## src/rtl/mdio_frame_pkg.sv

```systemverilog
package mdio_frame_pkg;
  // Width of a clause-22 management frame word.
  localparam int FRAME_BITS = 32;
  // Operation code that turns the data bits around.
  localparam logic [1:0] OP_READ = 2'b10;
  // Bit positions the sequencer decodes.
  localparam int OP_HI   = 29;
  localparam int OP_LO   = 28;
  localparam int TA_HI   = 17;
  localparam int DATA_HI = 15;

  // Half of an MDC period in system clocks for a ratio select value.
  function automatic int mdc_half(input int min_log2, input int sel);
    return 1 << (min_log2 - 1 + sel);
  endfunction
endpackage

```

## src/rtl/mdio_mdc_gen.sv

```systemverilog
module mdio_mdc_gen #(
  parameter int DIV_MIN_LOG2 = 3,
  parameter int SEL_W        = 2
) (
  input  logic             clk,
  input  logic             rst_n,
  input  logic             start,
  input  logic             run,
  input  logic [SEL_W-1:0] sel_in,
  output logic             mdc,
  output logic             rise_evt,
  output logic             fall_evt
);
  import mdio_frame_pkg::*;

  localparam int CNT_W = DIV_MIN_LOG2 + (1 << SEL_W) - 1;

  logic [SEL_W-1:0] sel_q;
  logic [CNT_W-1:0] cnt;
  logic [CNT_W-1:0] half_m1;
  logic [CNT_W-1:0] full_m1;

  always_comb begin
    half_m1  = CNT_W'(mdc_half(DIV_MIN_LOG2, int'(sel_q)) - 1);
    full_m1  = CNT_W'(2 * mdc_half(DIV_MIN_LOG2, int'(sel_q)) - 1);
    rise_evt = run && (cnt == half_m1);
    fall_evt = run && (cnt == full_m1);
  end

  always_ff @(posedge clk or negedge rst_n) begin
    if (!rst_n) begin
      sel_q <= '0;
      cnt   <= '0;
      mdc   <= 1'b0;
    end else if (start) begin
      sel_q <= sel_in;
      cnt   <= '0;
      mdc   <= 1'b0;
    end else if (run) begin
      cnt <= fall_evt ? '0 : cnt + 1'b1;
      if (rise_evt)      mdc <= 1'b1;
      else if (fall_evt) mdc <= 1'b0;
    end else begin
      cnt <= '0;
      mdc <= 1'b0;
    end
  end
endmodule

```

## src/rtl/mdio_frame_seq.sv

```systemverilog
module mdio_frame_seq #(
  parameter int PRE_LEN = 32
) (
  input  logic        clk,
  input  logic        rst_n,
  input  logic        start,
  input  logic [31:0] cmd_in,
  input  logic        rise_evt,
  input  logic        fall_evt,
  input  logic        mdio_i,
  output logic        busy,
  output logic [31:0] cmd_q,
  output logic        mdio_o,
  output logic        mdio_oe
);
  import mdio_frame_pkg::*;

  localparam int SLOTS     = PRE_LEN + FRAME_BITS;
  localparam int SLOT_W    = $clog2(SLOTS);
  localparam int IDX_W     = $clog2(FRAME_BITS);
  localparam int REL_FIRST = PRE_LEN + FRAME_BITS - 1 - TA_HI;
  localparam int CAP_FIRST = PRE_LEN + FRAME_BITS - 1 - DATA_HI;

  logic [SLOT_W-1:0] slot;
  logic              rd_q;
  logic [IDX_W-1:0]  off;
  logic [IDX_W-1:0]  bit_idx;
  logic              in_pre;
  logic              released;

  always_comb begin
    off      = IDX_W'(slot - SLOT_W'(PRE_LEN));
    bit_idx  = IDX_W'(FRAME_BITS - 1) - off;
    in_pre   = (slot < SLOT_W'(PRE_LEN));
    released = rd_q && (slot >= SLOT_W'(REL_FIRST));
    mdio_oe  = busy && !released;
    mdio_o   = mdio_oe ? (in_pre ? 1'b1 : cmd_q[bit_idx]) : 1'b1;
  end

  always_ff @(posedge clk or negedge rst_n) begin
    if (!rst_n) begin
      busy  <= 1'b0;
      slot  <= '0;
      rd_q  <= 1'b0;
      cmd_q <= '0;
    end else if (start) begin
      busy  <= 1'b1;
      slot  <= '0;
      rd_q  <= (cmd_in[OP_HI:OP_LO] == OP_READ);
      cmd_q <= cmd_in;
    end else if (busy) begin
      if (rise_evt && rd_q && (slot >= SLOT_W'(CAP_FIRST)))
        cmd_q[bit_idx] <= mdio_i;
      if (fall_evt) begin
        if (slot == SLOT_W'(SLOTS - 1)) busy <= 1'b0;
        else                            slot <= slot + 1'b1;
      end
    end
  end
endmodule

```

## src/rtl/mdio_frame_ctrl.sv

```systemverilog
module mdio_frame_ctrl #(
  parameter int PRE_LEN      = 32,
  parameter int DIV_MIN_LOG2 = 3,
  parameter int SEL_W        = 2
) (
  input  logic             clk,
  input  logic             rst_n,
  input  logic             mgmt_en,
  input  logic [SEL_W-1:0] mdc_sel,
  input  logic             cmd_valid,
  output logic             cmd_ready,
  input  logic [31:0]      cmd_data,
  output logic [31:0]      cmd_rdata,
  output logic             idle,
  output logic             mdc,
  output logic             mdio_o,
  output logic             mdio_oe,
  input  logic             mdio_i
);
  logic busy;
  logic start;
  logic rise_evt;
  logic fall_evt;

  assign cmd_ready = mgmt_en && !busy;
  assign start     = cmd_valid && cmd_ready;
  assign idle      = !busy;

  mdio_mdc_gen #(
    .DIV_MIN_LOG2(DIV_MIN_LOG2),
    .SEL_W       (SEL_W)
  ) u_mdc (
    .clk     (clk),
    .rst_n   (rst_n),
    .start   (start),
    .run     (busy),
    .sel_in  (mdc_sel),
    .mdc     (mdc),
    .rise_evt(rise_evt),
    .fall_evt(fall_evt)
  );

  mdio_frame_seq #(
    .PRE_LEN(PRE_LEN)
  ) u_seq (
    .clk     (clk),
    .rst_n   (rst_n),
    .start   (start),
    .cmd_in  (cmd_data),
    .rise_evt(rise_evt),
    .fall_evt(fall_evt),
    .mdio_i  (mdio_i),
    .busy    (busy),
    .cmd_q   (cmd_rdata),
    .mdio_o  (mdio_o),
    .mdio_oe (mdio_oe)
  );
endmodule

```

## config.mk

```make
export PLATFORM = sky130hd
export DESIGN_NAME = mdio_frame_ctrl
export DESIGN_NICKNAME = d
export VERILOG_FILES = /design/src/rtl/mdio_frame_pkg.sv /design/src/rtl/mdio_mdc_gen.sv /design/src/rtl/mdio_frame_seq.sv /design/src/rtl/mdio_frame_ctrl.sv
export SDC_FILE = /design/constraint.sdc
export NUM_CORES = 1
export LEC_CHECK = 0
export CAP_MARGIN = 20
export CORE_MARGIN = 2
export CORE_UTILIZATION = 50
export DETAILED_ROUTE_END_ITERATION = 6
export DONT_BUFFER_PORTS = 1
export PLACE_DENSITY = 0.79
export SLEW_MARGIN = 30
export SYNTH_ARGS = -nofsm -noshare
export SYNTH_HDL_FRONTEND = slang
export SYNTH_SLANG_ARGS = --single-unit
```

## constraint.sdc

```tcl
create_clock -name clk -period 1.7 [get_ports clk]
set_clock_uncertainty 0.1 [all_clocks]
set_input_delay 0.085 -clock clk [delete_from_list [all_inputs] [get_ports clk]]
set_output_delay 0.085 -clock clk [all_outputs]
set_load 0.01 [all_outputs]
```

==> results of run 1 <==
==> power breakdown <==
part,total (W),switching [W],internal (W)
Combinational,0.00386,0.00190,0.00195
Clock,0.000740,0.000447,0.000293
Sequential,0.00218,0.000527,0.00165
Total,0.00677,0.00288,0.00390
==> cell families (layout without fill, tap and decap cells) <==
logic type / count (synthesis) / count (layout)
AOI/OAI and AO/OA: 51 / 51
xor gates and xnor gates: 7 / 7
adders and majority gates: 6 / 6
buffers and inverters: 24 / 124
DFF: 49 / 49
muxes: 11 / 11
and+or+nand+nor: 144 / 144
==> placed cells by master (no fill, tap or decap), types with 7 or more instances in the layout <==
cell and n:
buf_6 14, nand2_1 71, a21oi_2 9, nor2_1 7, and3_4 10, dlygate4sd3_1 36, buf_4 59, a211o_1 12
a21oi_1 8, mux4_2 8, dfrtp_1 43, and3_1 8
==> state kept, by name, indices dropped and copies added, names as in the netlist <==
name         count
u_seq.cmd_q     32
u_mdc.cnt        6
u_seq.slot       6
u_mdc.sel_q      2
u_mdc.mdc        1
u_seq.busy       1
u_seq.rd_q       1
==> metal layers <==
layer	up-vias	GRT usage (%)	share of wire (%)
met2	161	50.67	50
met3	37	6.335	7.2
met4	0	15.00	4.2
met1	1387	36.13	39
met5	-	0	0
li1	1232	-	-
==> through the flow <==
step                hold WS [ns]  power (W)
floorplan                -0.3106   0.003964
global placement         -0.3092   0.004921
detailed placement       -0.3096   0.005027
CTS                       0.1257   0.006151
global route              0.1289   0.007128
finish                    0.1149   0.006772
==> what timing repair did <==
| action | in CTS | in global routing |
|---|---|---|
| hold buffers | 37 | 0 |
| gates resized for setup | 29 | 52 |
| setup buffers | 9 | 14 |
| setup endpoints to repair | 30 | 32 |
| pin swaps | 23 | 26 |
| hold endpoints to repair | 84 | 0 |
==> final timing paths <==
check / cells past startpoint / from / to
max in group asynchronous: 2 / rst_n / u_seq.slot[5]$_DFFE_PN0P_
max reg2reg: 8 / u_mdc.sel_q[1]$_DFFE_PN0P_ / u_seq.cmd_q[5]$_DFFE_PN0P_
max: 8 / u_mdc.sel_q[1]$_DFFE_PN0P_ / u_seq.cmd_q[5]$_DFFE_PN0P_
min reg2reg: 2 / u_mdc.cnt[0]$_DFF_PN0_ / u_mdc.cnt[0]$_DFF_PN0_
min: 3 / cmd_valid / u_seq.slot[0]$_DFFE_PN0P_
min in group asynchronous: 2 / rst_n / u_seq.cmd_q[30]$_DFFE_PN0P_
==> worst max-delay path, cell delays in order (launching register included) <==
cell and delay [ns]:
dfrtp_2 0.54, and4bb_2 0.31, a211oi_4 0.27, buf_6 0.18
nor4_4 0.04, buf_4 0.17, buf_6 0.12, and3_4 0.13
a211o_1 0.22
==> cell usage after synthesis, drive strengths merged, types with 2 or more instances <==
| cell type | number |
|---|---|
| nand2 | 77 |
| dfrtp | 49 |
| a21oi | 18 |
| and3 | 18 |
| buf | 13 |
| a211o | 12 |
| nor2 | 12 |
| mux4 | 8 |
| clkbuf | 7 |
| ha | 6 |
| nand3 | 6 |
| nor4 | 6 |
| nor3 | 5 |
| xnor2 | 5 |
| a31oi | 4 |
| and2 | 4 |
| inv | 4 |
| nand2b | 4 |
| o21ai | 4 |
| a21bo | 3 |
| mux2i | 3 |
| nand4 | 3 |
| a211oi | 2 |
| a311oi | 2 |
| nand3b | 2 |
| nand4b | 2 |
| xor2 | 2 |
==> layout make-up <==
class / count / area (um^2)
well taps: 72 / 90.09
inverters: 4 / 15.01
clock buffers: 5 / 68.82
fillers: 302 / 1221
clock inverters: 3 / 21.27
multi-input cells: 219 / 1828
repair buffers: 112 / 1028
flip-flops and latches: 49 / 1234
==> summary.md, run 1 <==
| Metric | Value |
|---|---|
| Die Span Y | `between 70 and 80 um` |
| Element type at the critical path end | `flop` |
| XOR/XNOR Fraction of Synth Area | `2.408%` |
| EDFF count, synth | `0` |
| Clk_lat worst skew | `0.32 ns` |
| Placed insts | `400` |
| DP HPWL | `5287 um` |
| Gr usage total | `between 20% and 30%` |
| Worst hold-check path type | `in -> reg` |
| RSZ-0062 raised after global routing | `yes` |
| Grt ovf | `0` |
| DRT iter0 DRCs | `approximately 200` |
| Prevailing post-synth register cell | `dfrtp_1` |
| # port buffers | `0` |
| Internal reg-to-reg setup slack | `-0.51 ns` |
| Synthesis-to-layout area growth | `49.96%` |
| Final WS setup | `-0.5120 ns` |
| Compound-Gate Fraction of Synth Area | `~13%` |
| Status | `finished, violations left` |
| Synth area leaders | `dfrtp_1 43%, nand2_1 10%, mux4_2 6.3%` |
| Worst-path maximum fanout | `6` |
| Syn. warnings | `0` |
| Starting Density | `51.90%` |
| Placed inst area | `3322 um^2` |
| DR WL/cell | `20.36 um` |
| Largest family of logic cells by synthesized area | `simple AND/OR/NAND/NOR gates` |
| Post-layout min period | `about 2.2 ns` |
| Gpl congestion | `0.8857` |
| Root buffer cell | `clkbuf_8` |
| Initial antenna violation count | `0` |
| Remaining antenna violation count | `0` |
| Final setup viols | `32` |
| Die Footprint | `6336 um^2` |
| Post-Place Setup Slack | `-0.3444 ns` |
| Worst VDD drop | `0.8696 mV` |
| IO Pins | `76` |
| Cts bufs inserted | `5` |
| Max Freq | `452.1 MHz` |
| Leak pwr | `1.974 nW` |
| DR vias | `~2800` |
| Crit path launch type | `flop` |
| Post-synthesis async set-or-reset flop share | `100.0%` |
| Period utilization | `130.1%` |
| Proportion of layout cells with a drive suffix above 1 | `41.33%` |
| Yosys top cell by area | `dfrtp_1` |
| Final net count | `436` |
| H-tree Lvls | `2` |
| Clock buffer depth | `2` |
| Largest net degree at the start of global routing | `50` |
| Count of pins over their slew limit | `0` |
| Adder-Cell Fraction of Synth Area | `under 10%` |
| Die X | `79.60 um` |
| Final hold vios | `0` |
| Drt total wl | `9447 um` |
| Residual DRC | `0` |
| Syn nets | `between 300 and 400` |
| Max_slew headroom | `roughly 74%` |
| Netlist cell types | `50` |
| Top-area cell type share of the netlist area | `42.91%` |
| Non-filler cells, final | `464` |
| Reg clk slew, reported paths | `0.11 ns` |
| Power Density | `roughly 1600 nW/um^2` |
| Tightest Pin Transition | `0.3931 ns` |
| Area share of and/or/nand/nor cells after synthesis | `27.50%` |
| Post-Syn Area per Cell | `9.787 um^2` |
| Critical path class | `reg -> reg` |
| Worst Path Required | `1.81 ns` |
| DR pass1 iterations | `5` |
| Synth Instances | `292` |
| Mux contribution to synthesized area | `7.356%` |
| Core area | `5507 um^2` |
| Failing checks | `setup timing` |
| Clock sinks | `49` |
| CTS tree | `yes` |
| First-pass GRT wire length | `roughly 14000 um` |
| Mapped Area | `~2900 um^2` |
| Setup TNS | `-9.791 ns` |
| Diodes inserted | `0` |
| Maxcap violations | `0` |
| Cell row count | `27` |
| Design Area, Final | `4285 um^2` |
| Worst path arrival time | `2.32 ns` |
| Vias in the first global route | `around 2800` |
| Via density | `about 6.1` |
| Sequential-to-total area share from yosys stat | `a little over two fifths` |
| Final core utilization | `between 70 and 80%` |
| #FFs+latches synth | `49` |
Note: power is estimated with default switching activity, not from simulation.
==> run 2: changes to the inputs <==
Settings changed: CTS_BUF_LIST set to sky130_fd_sc_hd__clkbuf_4.
==> summary.md, run 2 (synthesis gave the netlist of run 1 again) <==
| Metric | Value |
|---|---|
| Worst Path Required | `1.51 ns` |
| Cts bufs inserted | `5` |
| Count of pins over their slew limit | `0` |
| Diodes inserted | `0` |
| Die X | `79.60 um` |
| DP HPWL | `5287 um` |
| Setup TNS | `-9.366 ns` |
| Register name with the most flops | `u_seq.cmd_q` |
| Die Span Y | `79.60 um` |
| RSZ-0062 raised after global routing | `yes` |
| Worst VDD drop | `between 0.9 and 1 mV` |
| Worst-path maximum fanout | `9` |
| Max Freq | `approximately 430 MHz` |
| DRT iter0 DRCs | `256` |
| Failing checks | `setup timing` |
| Reg clk slew, reported paths | `0.16 ns` |
| Crit path launch type | `flop` |
| Largest net degree at the start of global routing | `50` |
| Cell row count | `27` |
| Final setup viols | `32` |
| H-tree Lvls | `2` |
| Critical path class | `reg -> out` |
| Final WS setup | `-0.6333 ns` |
| First-pass GRT wire length | `around 13000 um` |
| Final net count | `436` |
| Gpl congestion | `approximately 0.89` |
| DR pass1 iterations | `6` |
| Initial antenna violation count | `0` |
| Leak pwr | `roughly 2.0 nW` |
| DR WL/cell | `just over 20 um` |
| Proportion of layout cells with a drive suffix above 1 | `39.03%` |
| Final hold vios | `0` |
| Hold Slack | `0.02670 ns` |
| Final core utilization | `around 76%` |
| Internal reg-to-reg setup slack | `-0.43 ns` |
| DR vias | `2834` |
| Die Footprint | `6336 um^2` |
| Tightest Pin Transition | `0.4395 ns` |
| Clk_lat worst skew | `0.39 ns` |
| Power Density | `1565 nW/um^2` |
| Period utilization | `137.3%` |
| Drt total wl | `9563 um` |
| Post-layout min period | `2.333 ns` |
| IO Pins | `76` |
| # port buffers | `0` |
| CTS tree | `yes` |
| Worst hold-check path type | `in -> reg` |
| Vias in the first global route | `2651` |
| Maxcap violations | `0` |
| Status | `finished, violations left` |
| Gr usage total | `27.67%` |
| Pwr Total | `between 0.006 and 0.007 W` |
| Worst path arrival time | `2.15 ns` |
| Remaining antenna violation count | `0` |
| Starting Density | `approximately half` |
| Grt ovf | `0` |
| Clock buffer depth | `2` |
| Top flop regs | `u_seq.cmd_q (32), u_mdc.cnt (6), u_seq.slot (6)` |
| Clock sinks | `49` |
| Element type at the critical path end | `output port` |
| Via density | `around 6` |
| Post-Place Setup Slack | `-0.3444 ns` |
| Residual DRC | `0` |
| Most frequent cells in the layout | `75 x nand2_1, 59 x buf_4, 42 x dfrtp_1` |
| Max_slew headroom | `70.67%` |
| Root buffer cell | `clkbuf_4` |
| Synthesis-to-layout area growth | `47.37%` |
| Core area | `about 5500 um^2` |
| Largest register FFs | `32` |
| Commonest non-fill, non-tap cell in the layout | `nand2_1` |
-- run 2: cell counts in the layout (fill, tap and decap cells not counted) --
No cell type changed its count.
-- run 2: power by group --
| part | internal [W] | switching, W |
|---|---|---|
| Sequential | 0.00165 | 0.000554 |
| Clock | 0.000165 | 0.000439 |
| Combinational | 0.00193 | 0.00185 |
| Total | 0.00375 | 0.00285 |
-- run 2: path summary, 6_finish.rpt --
path                                             from  depth (start not counted)                     endpoint
setup / recovery            u_seq.slot[0]$_DFFE_PN0P_                          6                       mdio_o
hold / removal                              cmd_valid                          3    u_seq.slot[0]$_DFFE_PN0P_
setup reg to reg           u_mdc.sel_q[1]$_DFFE_PN0P_                          7  u_seq.cmd_q[11]$_DFFE_PN0P_
hold reg to reg                u_mdc.cnt[0]$_DFF_PN0_                          2       u_mdc.cnt[0]$_DFF_PN0_
max in group asynchronous                       rst_n                          2         u_seq.busy$_DFF_PN0_
min in group asynchronous                       rst_n                          2        u_mdc.mdc$_DFFE_PN0P_
-- run 2: routing by layer --
| layer | vias up | wire (um) | GRT usage (%) |
|---|---|---|---|
| met5 | - | 0 | 0 |
| met4 | 0 | 257 | 11.03 |
| met3 | 35 | 850 | 7.127 |
| met2 | 188 | 4853 | 46.22 |
| met1 | 1384 | 3602 | 34.23 |
| li1 | 1227 | - | - |
-- run 2: layout make-up --
cell class	instances	area (um^2)
multi-input cells	219	1767
fillers	313	1295
flip-flops and latches	49	1235
repair buffers	112	1046
well taps	72	90.09
clock buffers	5	37.54
clock inverters	3	21.27
inverters	4	15.01
-- run 2: repair_timing --
| item | in CTS | in global routing |
|---|---|---|
| resized for setup | 22 | 40 |
| hold buffers | 37 | 0 |
| hold endpoints to repair | 84 | 0 |
| pin swaps | 15 | 31 |
| buffers inserted | 7 | 14 |
| setup endpoints to repair | 30 | 27 |
-- run 2: per-stage QoR --
stage          cell area [um^2]  instances
2_1_floorplan              2910        292
6_report                   4212        464
5_1_grt                    4212        464
4_1_cts                    3915        452
3_5_place_dp               3322        400
3_3_place_gp               3322        400
-- run 2: worst max-delay path, cell delays in order (launching register included) --
cell and delay [ns]:
dfrtp_1 0.40, buf_12 0.15, mux4_2 0.53, mux2i_1 0.17, o32ai_1 0.09, a21oi_1 0.15
nand4b_1 0.25
==> run 3: changes to the inputs <==
==> constraint.sdc (replaced) <==
create_clock -name clk -period 1.7 [get_ports clk]
set_clock_uncertainty 0.1 [all_clocks]
set_input_delay 0.17 -clock clk [delete_from_list [all_inputs] [get_ports clk]]
set_output_delay 0.17 -clock clk [all_outputs]
set_load 0.01 [all_outputs]
==> summary.md, run 3 (synthesis gave the netlist of run 1 again) <==
| Metric | Value |
|---|---|
| Register name with the most flops | `u_seq.cmd_q` |
| Status | `finished, violations left` |
| Largest net degree at the start of global routing | `50` |
| Cts bufs inserted | `5` |
| DR vias | `2990` |
| Via density | `6.152` |
| Element type at the critical path end | `output port` |
| Crit path launch type | `flop` |
| DP HPWL | `5418 um` |
| Failing checks | `DRC, setup timing` |
| RSZ-0062 raised after global routing | `yes` |
| Largest register FFs | `32` |
| Clock buffer depth | `2` |
| Post-layout min period | `2.359 ns` |
| Starting Density | `51.90%` |
| CTS tree | `yes` |
| Clock sinks | `49` |
| First-pass GRT wire length | `14920 um` |
| Core area | `5507 um^2` |
| Die X | `79.60 um` |
| Worst Path Required | `1.43 ns` |
| Count of pins over their slew limit | `0` |
| Top flop regs | `u_seq.cmd_q (32), u_mdc.cnt (6), u_seq.slot (6)` |
| Final net count | `approximately 460` |
| H-tree Lvls | `2` |
| Gr usage total | `30.86%` |
| Synthesis-to-layout area growth | `54.29%` |
| Clk_lat worst skew | `0.38 ns` |
| Commonest non-fill, non-tap cell in the layout | `buf_4` |
| Drt total wl | `10110 um` |
| # port buffers | `0` |
| Setup TNS | `-9.192 ns` |
| Initial antenna violation count | `0` |
| Max_slew headroom | `73.72%` |
| DR WL/cell | `20.80 um` |
| Tightest Pin Transition | `0.3937 ns` |
| Leak pwr | `2.100 nW` |
| Grt ovf | `0` |
| Cell row count | `27` |
| Vias in the first global route | `3013` |
| Diodes inserted | `0` |
| Die Footprint | `between 6000 and 7000 um^2` |
| Final core utilization | `80.07%` |
| Critical path class | `reg -> out` |
| Proportion of layout cells with a drive suffix above 1 | `41.55%` |
| Final setup viols | `32` |
| Gpl congestion | `0.8933` |
| Reg clk slew, reported paths | `0.14 ns` |
| Maxcap violations | `0` |
| Period utilization | `138.7%` |
| DRT iter0 DRCs | `306` |
| Final hold vios | `0` |
| Worst-path maximum fanout | `6` |
| Die Span Y | `79.60 um` |
| Worst hold-check path type | `in -> reg` |
| Worst VDD drop | `0.8861 mV` |
| Power Density | `~1600 nW/um^2` |
| Remaining antenna violation count | `0` |
| Most frequent cells in the layout | `77 x buf_4, 75 x nand2_1, 42 x dfrtp_1` |
| Max Freq | `424.0 MHz` |
| Worst path arrival time | `about 2.1 ns` |
| Residual DRC | `2` |
| DR pass1 iterations | `7` |
| IO Pins | `76` |
| Root buffer cell | `clkbuf_4` |
| Final WS setup | `-0.6585 ns` |
[run 3: changes by cell type in the layout (fill, tap and decap cells not counted), sizes merged]
| cell | before | now |
|---|---|---|
| buf | 76 | 99 |
| clkinvlp | 1 | 0 |
| bufinv | 0 | 1 |
| inv | 5 | 4 |
[run 3: per-layer routing]
| layer | GRT usage [%] | routed length [um] |
|---|---|---|
| met4 | 13.45 | 353 |
| met1 | 38.30 | 3693 |
| met2 | 52.94 | 5285 |
| met5 | 0 | 0 |
| met3 | 5.090 | 775 |
[run 3: final timing paths]
check / cells past startpoint / end / start / slack (ns)
min in group asynchronous: 2 / u_seq.cmd_q[20]$_DFFE_PN0P_ / rst_n / 0.17
worst min-delay path: 3 / u_seq.busy$_DFF_PN0_ / cmd_valid / 0.14
worst min register to register: 2 / u_mdc.cnt[0]$_DFF_PN0_ / u_mdc.cnt[0]$_DFF_PN0_ / 0.45
max in group asynchronous: 2 / u_mdc.sel_q[0]$_DFFE_PN0P_ / rst_n / 1.09
worst max register to register: 8 / u_seq.slot[2]$_DFFE_PN0P_ / u_mdc.sel_q[1]$_DFFE_PN0P_ / -0.45
worst max-delay path: 6 / mdio_o / u_seq.slot[0]$_DFFE_PN0P_ / -0.66
[run 3: final cells by class]
| cell class | count | area, um^2 |
|---|---|---|
| Multi-Input combinational cell | 219 | 1757 |
| Fill cell | 287 | 1097 |
| Timing Repair Buffer | 135 | 1237 |
| Inverter | 4 | 17.52 |
| Clock buffer | 5 | 37.54 |
| Tap cell | 72 | 90.09 |
| Sequential cell | 49 | 1235 |
| Clock inverter | 2 | 35.03 |
[run 3: timing repair]
action	CTS	global route
hold buffers	37	0
pin swaps	35	20
gates resized for setup	32	35
hold endpoints to repair	84	0
setup endpoints to repair	30	47
setup buffers	20	11
[run 3: through the flow]
| stage | instance area [um^2] | std cells | power [W] | hold WS (ns) | worst slack, ns |
|---|---|---|---|---|---|
| after floorplan | 2917 | 292 | 0.003974 | -0.2256 | -0.1379 |
| after global placement | 3431 | 412 | 0.005122 | -0.2246 | -0.2611 |
| after detailed placement | 3431 | 412 | 0.005254 | -0.2248 | -0.3570 |
| after CTS | 4183 | 475 | 0.006519 | 0.1110 | -0.6055 |
| after global routing | 4409 | 486 | 0.007396 | 0.1286 | -0.7243 |
| final | 4409 | 486 | 0.007075 | 0.1373 | -0.6585 |
[run 3: power breakdown]
| part | switching, W | internal [W] |
|---|---|---|
| logic | 0.00205 | 0.00225 |
| registers | 0.000441 | 0.00165 |
| clock network | 0.000387 | 0.000300 |
[run 3: worst max-delay path: stages, from the launching register on]
cell and delay (ns):
dfrtp_1 0.43, buf_12 0.15, mux4_2 0.50, mux2i_1 0.17, o32ai_1 0.11, a21oi_1 0.13, nand4b_1 0.23
